===== src/rtl/nsq_pkg.sv =====
`timescale 1ns/1ps
package nsq_pkg;
   // coefficient word width and binary point of the feedback taps
   localparam int COEF_W  = 6;
   localparam int COEF_SH = 3;
   localparam int MAX_ORD = 5;

   // tap k weights the error stored k accepted samples ago (Q3 fixed point)
   function automatic int nsq_coef(input int k);
      case (k)
         1:       return 12;
         2:       return -8;
         3:       return 4;
         4:       return -2;
         5:       return 1;
         default: return 0;
      endcase
   endfunction
endpackage


===== src/rtl/nsq_err_fir.sv =====
`timescale 1ns/1ps
module nsq_err_fir
   import nsq_pkg::*;
#(
   parameter int ERR_W = 9,
   parameter int ORDER = 5,
   parameter int ACC_W = 19
) (
   input  logic                    clk,
   input  logic                    rst,
   input  logic                    shift_en,
   input  logic [ERR_W-1:0]        err_new,
   output logic signed [ACC_W-1:0] fb
);
   localparam int P_W = ERR_W + 1 + COEF_W;

   logic [ORDER-1:0][ERR_W-1:0] hist;
   logic signed [P_W-1:0]       prod [ORDER];
   logic signed [ACC_W-1:0]     acc;

   always_ff @(posedge clk) begin
      if (rst) begin
         hist <= '0;
      end else if (shift_en) begin
         for (int k = ORDER - 1; k > 0; k--) hist[k] <= hist[k-1];
         hist[0] <= err_new;
      end
   end

   for (genvar k = 0; k < ORDER; k++) begin : g_tap
      localparam logic signed [COEF_W-1:0] CV = COEF_W'(nsq_coef(k + 1));
      assign prod[k] = P_W'($signed({1'b0, hist[k]})) * P_W'(CV);
   end

   always_comb begin
      acc = '0;
      for (int k = 0; k < ORDER; k++) acc = acc + ACC_W'(prod[k]);
   end

   assign fb = acc >>> COEF_SH;

   // history frozen on idle cycles
   p_hist_idle_r5: assert property (@(posedge clk) disable iff (rst)
      !shift_en |=> $stable(hist));
   // reset empties the history
   p_hist_clear_r6: assert property (@(posedge clk)
      rst |=> (hist == '0));
endmodule


===== src/rtl/nsq_sat_quant.sv =====
`timescale 1ns/1ps
module nsq_sat_quant #(
   parameter int IN_W  = 16,
   parameter int OUT_W = 7,
   parameter int V_W   = 20
) (
   input  logic signed [V_W-1:0]    v_sum,
   output logic [OUT_W-1:0]         q_word,
   output logic [IN_W-OUT_W-1:0]    q_err,
   output logic                     ovf_hi,
   output logic                     ovf_lo
);
   localparam int D = IN_W - OUT_W;
   localparam logic signed [V_W-1:0] HI = V_W'((64'sd1 <<< (IN_W - 1)) - 64'sd1);
   localparam logic signed [V_W-1:0] LO = -HI - V_W'(1);

   logic [IN_W-1:0] v_sat;

   assign ovf_hi = (v_sum > HI);
   assign ovf_lo = (v_sum < LO);

   always_comb begin
      if (ovf_hi)      v_sat = HI[IN_W-1:0];
      else if (ovf_lo) v_sat = LO[IN_W-1:0];
      else             v_sat = v_sum[IN_W-1:0];
   end

   assign q_word = v_sat[IN_W-1:D];
   assign q_err  = v_sat[D-1:0];
endmodule


===== src/rtl/nshape_requant.sv =====
`timescale 1ns/1ps
module nshape_requant
   import nsq_pkg::*;
#(
   parameter int IN_W  = 16,
   parameter int OUT_W = 7,
   parameter int ORDER = 5
) (
   input  logic             clk,
   input  logic             rst,
   input  logic             smp_vld,
   input  logic [IN_W-1:0]  smp_in,
   output logic             word_vld,
   output logic [OUT_W-1:0] word_out
);
   localparam int D     = IN_W - OUT_W;
   localparam int ACC_W = D + 1 + COEF_W + $clog2(ORDER + 1);
   localparam int V_W   = ((IN_W > ACC_W) ? IN_W : ACC_W) + 1;
   localparam logic [OUT_W-1:0] W_MAX = {1'b0, {(OUT_W-1){1'b1}}};
   localparam logic [OUT_W-1:0] W_MIN = {1'b1, {(OUT_W-1){1'b0}}};

   if (OUT_W < 4 || OUT_W > 8) begin : g_bad_out
      $error("nshape_requant: OUT_W must lie in 4..8");
   end
   if (ORDER < 1 || ORDER > MAX_ORD) begin : g_bad_ord
      $error("nshape_requant: ORDER must lie in 1..MAX_ORD");
   end
   if (IN_W <= OUT_W + 1) begin : g_bad_in
      $error("nshape_requant: IN_W must exceed OUT_W by at least two");
   end

   logic signed [ACC_W-1:0] fb;
   logic signed [V_W-1:0]   v_sum;
   logic [OUT_W-1:0]        q_word;
   logic [D-1:0]            q_err;
   logic                    ovf_hi, ovf_lo;

   nsq_err_fir #(.ERR_W(D), .ORDER(ORDER), .ACC_W(ACC_W)) fir_i (
      .clk(clk), .rst(rst), .shift_en(smp_vld), .err_new(q_err), .fb(fb)
   );

   assign v_sum = $signed({{(V_W-IN_W){smp_in[IN_W-1]}}, smp_in})
                + $signed({{(V_W-ACC_W){fb[ACC_W-1]}}, fb});

   nsq_sat_quant #(.IN_W(IN_W), .OUT_W(OUT_W), .V_W(V_W)) quant_i (
      .v_sum(v_sum), .q_word(q_word), .q_err(q_err),
      .ovf_hi(ovf_hi), .ovf_lo(ovf_lo)
   );

   always_ff @(posedge clk) begin
      if (rst) begin
         word_vld <= 1'b0;
         word_out <= '0;
      end else begin
         word_vld <= smp_vld;
         if (smp_vld) word_out <= q_word;
      end
   end

   // strobe follows strobe by one cycle
   p_vld_follow_r1: assert property (@(posedge clk) disable iff (rst)
      smp_vld |=> word_vld);
   p_vld_quiet_r1: assert property (@(posedge clk) disable iff (rst)
      !smp_vld |=> !word_vld);
   // word holds on idle cycles
   p_word_hold_r7: assert property (@(posedge clk) disable iff (rst)
      !smp_vld |=> $stable(word_out));
   // overloads land on the range ends
   p_sat_hi_r4: assert property (@(posedge clk) disable iff (rst)
      (smp_vld && ovf_hi) |=> (word_out == W_MAX));
   p_sat_lo_r4: assert property (@(posedge clk) disable iff (rst)
      (smp_vld && ovf_lo) |=> (word_out == W_MIN));
endmodule


===== config.mk =====
export PLATFORM = sky130hd
export DESIGN_NAME = nshape_requant
export DESIGN_NICKNAME = d
export VERILOG_FILES = /design/src/rtl/nsq_pkg.sv /design/src/rtl/nsq_err_fir.sv /design/src/rtl/nsq_sat_quant.sv /design/src/rtl/nshape_requant.sv
export SDC_FILE = /design/constraint.sdc
export NUM_CORES = 1
export LEC_CHECK = 0
export ABC_AREA = 1
export BUFFER_PORTS_ARGS = -buffer_cell sky130_fd_sc_hd__buf_2
export CORE_UTILIZATION = 50
export DETAILED_ROUTE_END_ITERATION = 6
export GPL_TIMING_DRIVEN = 0
export PLACE_DENSITY = 0.7
export SYNTH_ARGS = -nofsm -noshare
export SYNTH_HDL_FRONTEND = slang
export SYNTH_SLANG_ARGS = --single-unit

===== constraint.sdc =====
create_clock -name clk -period 6.1 [get_ports clk]
set_clock_uncertainty 0.15 [all_clocks]
set_input_delay 0.61 -clock clk [delete_from_list [all_inputs] [get_ports clk]]
set_output_delay 0.61 -clock clk [all_outputs]
set_load 0.05 [all_outputs]

==> key figures <==
Drt
  – DR vias/cell: 5.54
  – Post-detailed-route wirelength per cell: 16.5 um
  – Post-detailed-routing wire length: 15100 um
  – Post-DRT Antenna Nets: 0
  – DR iter-0 viols: 256
  – Count of TritonRoute iterations in the first routing pass: 5
  – Post-detailed-route DRC marker count: 0
  – Via total after detailed routing: 5057

Worst setup path
  – Sort of element at the start of the critical path: register
  – Crit. End Element: register
  – Delay of the slowest cell on the worst path: 530 ps
  – Largest fanout on the critical path: 6
  – CP required: 6150 ps
  – Most used cell, CP: nand2_4
  – Endpoint arrival time on the critical path: 6350 ps
  – Slowest stage cell on the critical path: fa_1
  – Worst setup path class: register to register

Synth
  – Number of enable flip-flop cells after synthesis: 0
  – Post-Synthesis Mean Instance Area: 7.25 sq um
  – Predominant post-synthesis flop cell: dfxtp_1
  – Part of the Yosys area used for sequential elements: 0.203
  – Post-synth top area cell: dfxtp_1
  – Seq cells post-synth: 52
  – Most frequent cells after synthesis: 128 x nand2_1, 104 x inv_1, 71 x a21oi_1
  – Portion of synthesized cell area occupied by the leading cell type: 0.203
  – Distinct cell type count of the synthesized netlist: 39
  – Dominant cell by count in the synthesized netlist: nand2_1
  – Top area cells in the synthesized netlist: dfxtp_1 20%, ha_1 17%, nand2_1 9.4%, fa_1 7.8%, inv_1 7.6%
  – Post-Synthesis Cell Area: 5120 sq um
  – Fraction of registers with async set or reset after synthesis: 0
  – Number of warnings reported in the yosys synthesis log: 0
  – Synthesized net count: 813
  – Gate count after technology mapping: 706

Floorplan
  – Number of primary I/O pins: 27
  – Number of standard-cell rows in the floorplan: 36
  – Full die area: 10600 sq um
  – Core Footprint: 9860 sq um
  – Effective utilization at floorplan: 0.519
  – Die width: 103 um
  – Die boundary height: 103 um

STA
  – Smallest hold slack: 333 ps
  – Tightest slew margin relative to the limit: 0.578
  – Fin worst setup slack: -201 ps
  – Transition time at the pin with the least slew margin: 633 ps
  – Upper clock frequency limit: 0.159 GHz
  – Setup violations, final: 16
  – Slew Viols, Final: 0
  – Unrepaired setup endpoints after global routing: yes
  – Hold Vio Cnt, Final: 0
  – Crit share post-route: 1.03
  – Period minus WS final: 6300 ps

Placement
  – Placed inst area: 5410 sq um
  – Count of buffers from port buffering: 26
  – Global placement routability congestion: 0.894
  – HPWL after DPL: 10500 um

Clocking
  – Total number of H-tree levels: 2
  – Clock latency on the worst-skew pair: 320 ps
  – CTS clk-pin slew, worst paths: 100 ps
  – CTS tree: done
  – Inserted Clock Buffers: 5
  – Sink Count: 52
  – Largest buffer count on any clock path: 2
  – Cell at the root of the clock tree: clkbuf_8

Global route
  – First-pass GRT wire length: 22500 um
  – GRT Overall Usage: 0.276
  – Pin count of the biggest net entering global routing: 17
  – Antenna violations before repair: 0
  – GRT Residual Overflow: 0
  – Number of global-route vias before repair: 4730

Layout
  – Area Growth Syn to Fin: 30.0%
  – Nets@finish: 885
  – Fillers: 778
  – Total area of multi-input combinational cells: 4380 sq um
  – Antenna cell count: 0
  – Core Util, Final: 0.674
  – Area used by sequential logic in the layout: 1060 sq um
  – Post-route standard cell area excluding fillers: 6650 sq um
  – Fraction of final layout cells with drive strength greater than 1: 0.302

Run status
  – Run status: finished with violations
  – Violations in the final reports: setup timing

Hold path
  – Class of the tightest hold or removal check: input port to register

Run
  – Max-capacitance violation count: 0
[final timing paths]
check | slack (ps) | cells past startpoint | from | endpoint
worst max-delay path | -200 | 32 | fir_i.hist[1]$_SDFFE_PP0P_ | fir_i.hist[2]$_SDFFE_PP0P_
worst min-delay path | 330 | 2 | rst | fir_i.hist[1]$_SDFFE_PP0P_
worst max register to register | -200 | 32 | fir_i.hist[1]$_SDFFE_PP0P_ | fir_i.hist[2]$_SDFFE_PP0P_
worst min register to register | 360 | 2 | fir_i.hist[43]$_SDFFE_PP0P_ | fir_i.hist[43]$_SDFFE_PP0P_
[worst max-delay path: cells and delay by family, from the launching register on]
family                   cells  cell delay, ps
XOR/XNOR                     3             530
adder cells (fa/ha/maj)      7            2510
buffers and inverters        6             540
flip-flops                   1             410
AND/OR/NAND/NOR              9             890
AO/OA/AOI/OAI                7            1150
[sequential cells by signal, indices dropped and copies added, names as in the netlist]
signal	count
word_out	7
word_vld	1
fir_i.hist	44
[metal layers]
| layer | GRT usage | wire length (um) | vias to the layer above |
|---|---|---|---|
| met5 | 0 | 0 | - |
| met4 | 0.0802 | 349 | 0 |
| met3 | 0.0244 | 623 | 26 |
| met2 | 0.500 | 7800 | 132 |
| met1 | 0.348 | 6320 | 2456 |
| li1 | - | - | 2443 |
[cells in the final DEF, fill, tap and decap left out, drive strengths merged, types with 5 or more instances in the layout]
cell type,count
dfxtp,52
ha,68
inv,104
nand3b,5
xnor2,16
a21oi,83
fa,20
nand3,29
nor2,47
buf,66
xor2,33
clkbuf,19
a31oi,5
nand2,137
o21ai,61
nor3,8
[metrics by stage]
stage	std cells	TNS [ps]	worst slack, ps
floorplan	706	0	43.2
global placement	865	-13630	-921
detailed placement	865	-15590	-1030
CTS	898	0	3.02
global route	912	-6050	-401
finish	912	-2820	-201
[what timing repair did]
item	in CTS	in global routing
endpoints found under the setup margin	16	16
pin swaps	59	74
resized for setup	101	82
setup buffers	24	15
hold buffers	0	0
cloned	1	1
[cell type report]
class | instances | share of cell area
multi-input combinational | 533 | 0.659
sequential | 52 | 0.159
timing repair buffer | 66 | 0.0708
inverter | 105 | 0.0597
tap | 133 | 0.0250
clock buffer | 6 | 0.0124
buffer | 15 | 0.0122
clock inverter | 2 | 0.00226
[logic make-up (layout without fill, tap and decap cells)]
group	Yosys count	count (layout)	share of synthesized area
xor+xnor	49	49	0.0839
buf+inv	121	194	0.0951
compound gates	161	161	0.175
fa+ha+maj	88	88	0.245
flops	52	52	0.203
simple gates	235	235	0.198
Power is left out: the tool's default activity adds up to more than one toggle a clock period on the data nets, which glitch-free logic cannot reach.
